**src/rtl/blkperm_pkg.sv**
```systemverilog
package blkperm_pkg;

  localparam int unsigned PERM_W = 2;

  typedef enum logic [1:0] {
    OP_PTR   = 2'b00,
    OP_WDATA = 2'b01,
    OP_READ  = 2'b10,
    OP_RSVD  = 2'b11
  } acc_op_e;

  // bit 1 gates any access at all
  function automatic logic perm_rd_ok(input logic [PERM_W-1:0] code);
    return code[1];
  endfunction

  // writing needs both bits
  function automatic logic perm_wr_ok(input logic [PERM_W-1:0] code);
    return code[1] & code[0];
  endfunction

endpackage

```
**src/rtl/blkperm_sticky.sv**
```systemverilog
module blkperm_sticky #(
  parameter int unsigned NBLK = 8
) (
  input  logic            clk,
  input  logic            rst_n,
  input  logic            stk_rst_n,
  input  logic [NBLK-1:0] clr_req,
  output logic [NBLK-1:0] sticky_q,
  output logic [NBLK-1:0] sticky_eff
);

  for (genvar i = 0; i < NBLK; i++) begin : g_bit
    always_ff @(posedge clk or negedge rst_n) begin
      if (!rst_n)              sticky_q[i] <= 1'b1;
      else if (!stk_rst_n)     sticky_q[i] <= 1'b1;
      else if (clr_req[i])     sticky_q[i] <= 1'b0;
    end

    // forced high for the whole time the reset pin is held low
    assign sticky_eff[i] = sticky_q[i] | ~stk_rst_n;

    // the serial side can only lower the bit
    assert_sticky_one_way_R7: assert property (@(posedge clk) disable iff (!rst_n)
      (!sticky_q[i] && stk_rst_n) |=> !sticky_q[i]);

    // pin low brings the bit back to 1
    assert_sticky_pin_reset_R6: assert property (@(posedge clk) disable iff (!rst_n)
      !stk_rst_n |=> sticky_q[i]);
  end

endmodule

```
**src/rtl/blkperm_fields.sv**
```systemverilog
module blkperm_fields
  import blkperm_pkg::*;
#(
  parameter int unsigned NBLK  = 8,
  parameter int unsigned NFLD  = NBLK + 1,
  parameter int unsigned FIDXW = $clog2(NFLD),
  parameter logic [NFLD*PERM_W-1:0] INIT_PERM = '1
) (
  input  logic                         clk,
  input  logic                         rst_n,
  input  logic                         upd_en,
  input  logic [FIDXW-1:0]             upd_idx,
  input  logic [PERM_W-1:0]            upd_val,
  output logic [NFLD-1:0][PERM_W-1:0]  perm_q
);

  for (genvar i = 0; i < NFLD; i++) begin : g_fld
    always_ff @(posedge clk or negedge rst_n) begin
      if (!rst_n)
        perm_q[i] <= INIT_PERM[i*PERM_W +: PERM_W];
      else if (upd_en && (upd_idx == FIDXW'(i)))
        perm_q[i] <= upd_val;
    end
  end

endmodule

```
**src/rtl/blkperm_decide.sv**
```systemverilog
module blkperm_decide
  import blkperm_pkg::*;
#(
  parameter int unsigned NBLK  = 8,
  parameter int unsigned NFLD  = NBLK + 1,
  parameter int unsigned BLKW  = $clog2(NBLK),
  parameter int unsigned FIDXW = $clog2(NFLD),
  parameter int unsigned OFFW  = 5
) (
  input  logic                         tgt_page,
  input  logic [BLKW-1:0]              tgt_blk,
  input  logic [OFFW-1:0]              tgt_off,
  input  logic [1:0]                   acc_op,
  input  logic                         wp,
  input  logic [NFLD-1:0][PERM_W-1:0]  perm_q,
  input  logic [NBLK-1:0]              sticky_eff,
  output logic                         ack,
  output logic                         commit,
  output logic                         discard,
  output logic                         reg_hit,
  output logic                         frz_hit,
  output logic [FIDXW-1:0]             reg_idx
);

  logic [PERM_W-1:0] region_perm;
  logic              byte_frozen;
  acc_op_e           op;

  assign op      = acc_op_e'(acc_op);
  assign reg_hit = tgt_page && (tgt_off <= OFFW'(NBLK));
  assign frz_hit = tgt_page && (tgt_off <  OFFW'(NBLK));
  assign reg_idx = tgt_off[FIDXW-1:0];

  // array blocks use their own field, the guarded window uses the last one
  assign region_perm = tgt_page ? perm_q[NBLK] : perm_q[tgt_blk];
  assign byte_frozen = frz_hit && !sticky_eff[tgt_off[BLKW-1:0]];

  always_comb begin
    ack     = 1'b0;
    commit  = 1'b0;
    discard = 1'b0;
    unique case (op)
      OP_PTR:  ack = 1'b1;
      OP_READ: ack = reg_hit | perm_rd_ok(region_perm);
      OP_WDATA: begin
        if (wp) begin
          ack = 1'b0;
        end else if (reg_hit) begin
          ack = 1'b1;
          if (byte_frozen) discard = 1'b1;
          else             commit  = 1'b1;
        end else if (perm_wr_ok(region_perm)) begin
          ack    = 1'b1;
          commit = 1'b1;
        end
      end
      default: ack = 1'b0;
    endcase
  end

endmodule

```
**src/rtl/blkperm_arbiter.sv**
```systemverilog
module blkperm_arbiter
  import blkperm_pkg::*;
#(
  parameter int unsigned NBLK = 8,
  parameter int unsigned OFFW = 5,
  parameter logic [(NBLK+1)*PERM_W-1:0] INIT_PERM = '1
) (
  input  logic            clk,
  input  logic            rst_n,
  input  logic            wp,
  input  logic            stk_rst_n,
  input  logic            acc_valid,
  input  logic [1:0]      acc_op,
  input  logic            tgt_page,
  input  logic [2:0]      tgt_blk,
  input  logic [OFFW-1:0] tgt_off,
  input  logic [7:0]      wdata,
  output logic            ack,
  output logic            start_wr,
  output logic [NBLK-1:0] sticky_clr,
  output logic [7:0]      prot_rdata
);

  localparam int unsigned NFLD  = NBLK + 1;
  localparam int unsigned BLKW  = $clog2(NBLK);
  localparam int unsigned FIDXW = $clog2(NFLD);

  logic [NFLD-1:0][PERM_W-1:0] perm_q;
  logic [NBLK-1:0]             sticky_q;
  logic [NBLK-1:0]             sticky_eff;
  logic                        dec_commit;
  logic                        dec_discard;
  logic                        dec_reg_hit;
  logic                        dec_frz_hit;
  logic [FIDXW-1:0]            dec_reg_idx;

  // named internal events
  logic                        evt_commit;
  logic                        evt_discard;
  logic                        evt_reg_upd;
  logic [NBLK-1:0]             evt_sticky_clr;
  logic                        unused_wdata_bits;

  assign unused_wdata_bits = ^wdata[6:PERM_W];

  blkperm_decide #(
    .NBLK(NBLK), .NFLD(NFLD), .BLKW(BLKW), .FIDXW(FIDXW), .OFFW(OFFW)
  ) u_decide (
    .tgt_page   (tgt_page),
    .tgt_blk    (tgt_blk[BLKW-1:0]),
    .tgt_off    (tgt_off),
    .acc_op     (acc_op),
    .wp         (wp),
    .perm_q     (perm_q),
    .sticky_eff (sticky_eff),
    .ack        (ack),
    .commit     (dec_commit),
    .discard    (dec_discard),
    .reg_hit    (dec_reg_hit),
    .frz_hit    (dec_frz_hit),
    .reg_idx    (dec_reg_idx)
  );

  assign evt_commit  = acc_valid & dec_commit;
  assign evt_discard = acc_valid & dec_discard;
  assign evt_reg_upd = evt_commit & dec_reg_hit;
  assign start_wr    = evt_commit;

  for (genvar k = 0; k < NBLK; k++) begin : g_clr
    assign evt_sticky_clr[k] = evt_reg_upd && dec_frz_hit && stk_rst_n &&
                               (tgt_off[BLKW-1:0] == BLKW'(k)) && !wdata[7];
  end
  assign sticky_clr = evt_sticky_clr;

  blkperm_fields #(
    .NBLK(NBLK), .NFLD(NFLD), .FIDXW(FIDXW), .INIT_PERM(INIT_PERM)
  ) u_fields (
    .clk     (clk),
    .rst_n   (rst_n),
    .upd_en  (evt_reg_upd),
    .upd_idx (dec_reg_idx),
    .upd_val (wdata[PERM_W-1:0]),
    .perm_q  (perm_q)
  );

  blkperm_sticky #(.NBLK(NBLK)) u_sticky (
    .clk        (clk),
    .rst_n      (rst_n),
    .stk_rst_n  (stk_rst_n),
    .clr_req    (evt_sticky_clr),
    .sticky_q   (sticky_q),
    .sticky_eff (sticky_eff)
  );

  // register readback for the protection window bytes 00h..08h
  always_comb begin
    prot_rdata = 8'h00;
    if (dec_frz_hit)
      prot_rdata = {sticky_eff[tgt_off[BLKW-1:0]], 5'b0, perm_q[tgt_off[BLKW-1:0]]};
    else if (dec_reg_hit)
      prot_rdata = {6'b0, perm_q[NBLK]};
  end

  // ---------------- assertions ----------------
  assert_commit_has_ack_R3: assert property (@(posedge clk) disable iff (!rst_n)
    start_wr |-> ack);

  assert_ptr_always_ack_R3: assert property (@(posedge clk) disable iff (!rst_n)
    (acc_valid && acc_op == OP_PTR) |-> (ack && !start_wr));

  assert_wp_refuses_R5: assert property (@(posedge clk) disable iff (!rst_n)
    (acc_valid && wp && acc_op == OP_WDATA) |-> (!ack && !start_wr));

  assert_noacc_read_nack_R4: assert property (@(posedge clk) disable iff (!rst_n)
    (acc_valid && acc_op == OP_READ && !tgt_page && !perm_q[tgt_blk[BLKW-1:0]][1])
      |-> !ack);

  assert_discard_quiet_R8: assert property (@(posedge clk) disable iff (!rst_n)
    evt_discard |-> (ack && !start_wr && sticky_clr == '0));

  assert_clr_single_R7: assert property (@(posedge clk) disable iff (!rst_n)
    $onehot0(sticky_clr));

  for (genvar i = 0; i < NBLK; i++) begin : g_chk
    assert_frozen_field_R8: assert property (@(posedge clk) disable iff (!rst_n)
      !sticky_eff[i] |=> $stable(perm_q[i]));

    assert_clr_from_one_R7: assert property (@(posedge clk) disable iff (!rst_n)
      sticky_clr[i] |-> sticky_q[i]);
  end

endmodule

```
**config.mk**
```make
export PLATFORM = sky130hd
export DESIGN_NAME = blkperm_arbiter
export DESIGN_NICKNAME = d
export VERILOG_FILES = /design/src/rtl/blkperm_pkg.sv /design/src/rtl/blkperm_sticky.sv /design/src/rtl/blkperm_fields.sv /design/src/rtl/blkperm_decide.sv /design/src/rtl/blkperm_arbiter.sv
export SDC_FILE = /design/constraint.sdc
export NUM_CORES = 1
export LEC_CHECK = 0
export BUFFER_PORTS_ARGS = -buffer_cell sky130_fd_sc_hd__buf_2
export CAP_MARGIN = 25
export CORE_ASPECT_RATIO = 1.75
export CORE_MARGIN = 2
export CORE_UTILIZATION = 30
export CTS_BUF_LIST = sky130_fd_sc_hd__clkbuf_4
export CTS_CLUSTER_SIZE = 25
export DETAILED_ROUTE_END_ITERATION = 7
export GPL_ROUTABILITY_DRIVEN = 0
export HOLD_SLACK_MARGIN = 0.08
export SLEW_MARGIN = 0
export SYNTH_ARGS = -nofsm -noshare
export SYNTH_HDL_FRONTEND = slang
export SYNTH_SLANG_ARGS = --single-unit
```
**constraint.sdc**
```tcl
create_clock -name clk -period 8.7 [get_ports clk]
set_input_delay 2.61 -clock clk [delete_from_list [all_inputs] [get_ports clk]]
set_output_delay 2.61 -clock clk [all_outputs]
set_load 0.005 [all_outputs]
```
==> qor.json <==
{
  "run_status": {
    "status": "complete, no violations"
  },
  "yosys": {
    "synth-seq-area-share_pct": 34.6,
    "ys_seq_elements": 26,
    "synth.mux.area_fraction_pct": 23.7,
    "netlist.top_cell.by_area": "sky130_fd_sc_hd__dfstp_2",
    "arithmetic_cell_share_of_the_synthesized_area_counting_full_adders_half_adders_and_majority_gates_pct": 0,
    "yosys.cell_types.count": 45,
    "synth.yosys.warnings": 0,
    "syn_avg_cell_area_um2": 12.4,
    "largest_family_of_logic_cells_by_synthesized_area": "simple AND/OR/NAND/NOR gates",
    "yosys.area_share.xor_xnor_pct": 0,
    "syn_inst": 159,
    "yosys-top-cells-area": "sky130_fd_sc_hd__dfstp_2, sky130_fd_sc_hd__mux2_1, sky130_fd_sc_hd__nor4_4, sky130_fd_sc_hd__mux4_2, sky130_fd_sc_hd__mux2i_1",
    "netlist.area_leader.share_pct": 34.6,
    "yosys.area_share.simple_pct": 25.0,
    "synth_compound_gate_area_share_pct": 10.4,
    "syn-cell-area_um2": 1980
  },
  "final_layout": {
    "final_common_cell": "sky130_fd_sc_hd__buf_2",
    "syn2layout_area_growth_pct": 9.31,
    "final_layout_size_suffix_gt1_share_pct": 49.2,
    "multi_input_area_um2": 1190,
    "most-common-layout-cells": "sky130_fd_sc_hd__buf_2, sky130_fd_sc_hd__dfstp_2, sky130_fd_sc_hd__mux2_1, sky130_fd_sc_hd__nor2b_1, sky130_fd_sc_hd__mux2i_1",
    "diodes": 0,
    "filler_cells": 668,
    "final_net_count": 207,
    "regArea_um2": 683
  },
  "sta": {
    "final-hold-violation-count": 0,
    "fin_setup_tns_ns": 0,
    "finalHoldWorstSlack_ns": 0.522,
    "finalWorstPathRequiredPeriod_ns": 7.20,
    "timing.final.max_slew_violations": 0,
    "rsz0062_at_grt": "false",
    "setup_viol": 0,
    "highest_attainable_clock_frequency_mhz": 139,
    "slew-limit-headroom_pct": 47.8,
    "worst_clock_skew_ns": 0.00996,
    "worstMarginPinSlew_ns": 0.783,
    "period_share_pct": 82.8
  },
  "global_route": {
    "grt_pass1_vias": 1420,
    "grt_remaining_overflow": 0,
    "grt_start_max_net_pins": 27,
    "gr-usage-all-layers_pct": 12.8,
    "grt_first_pass_wirelength_um": 7230,
    "antenna_violations_before_repair": 0
  },
  "clock_network": {
    "post-cts-setup-buffer-count": 0,
    "htree_levels": 1,
    "worstSkewPairLatency_ns": 0.32,
    "cts.hold.buffers_added": 0,
    "clock_tree.buffer_depth": 2,
    "cts.clk_slew.worst_paths_ns": 0.14,
    "cts_made_buffers": 3,
    "clkSinkCount": 26,
    "clk_root_buf": "sky130_fd_sc_hd__clkbuf_4",
    "tritoncts": "yes",
    "post_cts_resize_count": 0
  },
  "route": {
    "wl_per_cell_um": 16.8,
    "via_count": 1340,
    "detail_route.drc_violations": 0,
    "route.final.wire_length_um": 4420,
    "detail_route.first_pass.iterations": 4,
    "vias_per_cell": 5.10,
    "detail_route.iter0.violations": 63,
    "antenna_violating_nets_left": 0
  },
  "floorplanning": {
    "initial_core_util_pct": 30.7,
    "count_of_boundary_i_o_pins": 42,
    "fp.dieArea_um2": 7280,
    "fp.dieW_um": 65.3,
    "floorplan.rows": 39,
    "die-height_um": 111,
    "core_area_um2": 6440
  },
  "worst_setup_path": {
    "worst-path-buf-inv": 2,
    "timing.critical_path.slowest_cell_delay_ns": 0.48,
    "path_max_fanout": 14,
    "worst-setup-path-type": "in -> out",
    "critical_path.top_delay_family": "simple AND/OR/NAND/NOR gates",
    "crit_path_frequent_cell": "sky130_fd_sc_hd__buf_2",
    "crit_path_arrival_time_ns": 4.59,
    "worstPathRequired_ns": 6.09,
    "worst_path_max_delay_cell": "sky130_fd_sc_hd__o21ai_1",
    "startpoint_type": "input pin",
    "crit_path_cell_trace": "buf_2 > or2_1 > o21ai_1 > nor2_1 > nor4_4 > and4_1 > buf_2",
    "critical_path.endpoint_type": "output port"
  },
  "place": {
    "port_buffers": 31,
    "place_hpwl_um": 3510
  },
  "power_and_ir_drop": {
    "ir_worst_vdd_mv": 0.0344,
    "pwr_density_cell_nw_per_um2": 98.6,
    "leakagePower_uw": 0.000834,
    "total_power_uw": 213
  },
  "min_path": {
    "worst_min_delay_path_category": "reg -> reg"
  },
  "job": {
    "maxCapViolations": 0
  }
}
-- synth_stat cells (all sizes together) --
cell type   n
or3b        1
and4        5
nand2b      3
nand3b      1
buf        11
conb        1
nor3b       3
inv         2
o211ai      1
mux2       19
o21ai       5
mux2i       9
dfstp      26
nor4        9
nand3       1
and2        1
o31ai       1
nor2        6
or2         3
a31oi       9
o2bb2ai     1
clkbuf      5
nor3        2
a211oi      1
mux4        7
a32oi       1
nor2b      11
a22oi       1
nor4b       1
or3         1
or4         1
and4b       3
nand2       5
a21oi       2
-- final cells by class --
type / instances / area share (%)
repair buffers: 31 / 7.18
multi-input cells: 119 / 55.0
clock buffers: 3 / 1.04
flip-flops and latches: 26 / 31.6
well taps: 82 / 4.75
inverters: 2 / 0.348
-- worst reg2reg max path, stage by stage, from the launching register on --
cell and delay (ns):
sky130_fd_sc_hd__dfstp_2 0.56, sky130_fd_sc_hd__mux2i_1 0.08, sky130_fd_sc_hd__a32oi_2 0.26, sky130_fd_sc_hd__a31oi_4 0.32, sky130_fd_sc_hd__nor4_2 0.55, sky130_fd_sc_hd__mux2_1 0.36
-- registers in the layout, summed over array words and instances, names as in the netlist --
signal and cells:
u_sticky.sticky_q 8, u_fields.perm_q 18
-- final timing paths --
kind | cells past startpoint | end | slack, ns | startpoint
worst min register to register | 2 | u_sticky.sticky_q[0] | 0.52 | u_sticky.sticky_q[0]
min in group asynchronous | 1 | u_sticky.sticky_q[2] | 2.61 | rst_n
worst max-delay path | 7 | sticky_clr[7] | 1.50 | tgt_off[0]
worst max register to register | 5 | u_fields.perm_q[15] | 6.50 | u_fields.perm_q[12]
max in group asynchronous | 1 | u_fields.perm_q[13] | 6.06 | rst_n
worst min-delay path | 2 | u_sticky.sticky_q[0] | 0.52 | u_sticky.sticky_q[0]
-- stage by stage --
step / area (um2) / utilization, % / instances / setup WS [ns]
after floorplan: 1990 / - / 163 / 1.95
after detailed placement: 2140 / 33.2 / 260 / 1.45
after global placement: 2140 / 33.2 / 260 / 1.46
final: 2160 / 33.5 / 263 / 1.50
after global routing: 2160 / 33.5 / 263 / 1.29
after CTS: 2160 / 33.5 / 263 / 1.43
-- where the power goes --
part | switching, uW | internal [uW] | leakage (uW)
combinational | 25.4 | 12.3 | 0.000550
sequential | 0.701 | 123 | 0.000270
clock | 35.0 | 16.2 | 0.0000138
total | 61.1 | 152 | 0.000834
-- cells by family (layout without fill, tap and decap cells) --
kind of cell,count (synthesis),count (layout)
AOI/OAI and AO/OA,22,22
other,1,5
buffers and inverters,18,36
DFF,26,26
muxes,35,35
and+or+nand+nor,57,57
-- per-layer routing --
layer  wire length, um  vias to the layer above  part of all wire, %  GRT usage (%)
li1                  -                      642                    -              -
met1              1540                      666                   35           13.7
met2              2720                       28                   62           25.5
met4                53                        0                  1.2           3.89
met3               103                        4                  2.3          0.606
met5                 0                        -                    0              0
Note: power is estimated with default switching activity, not from simulation.
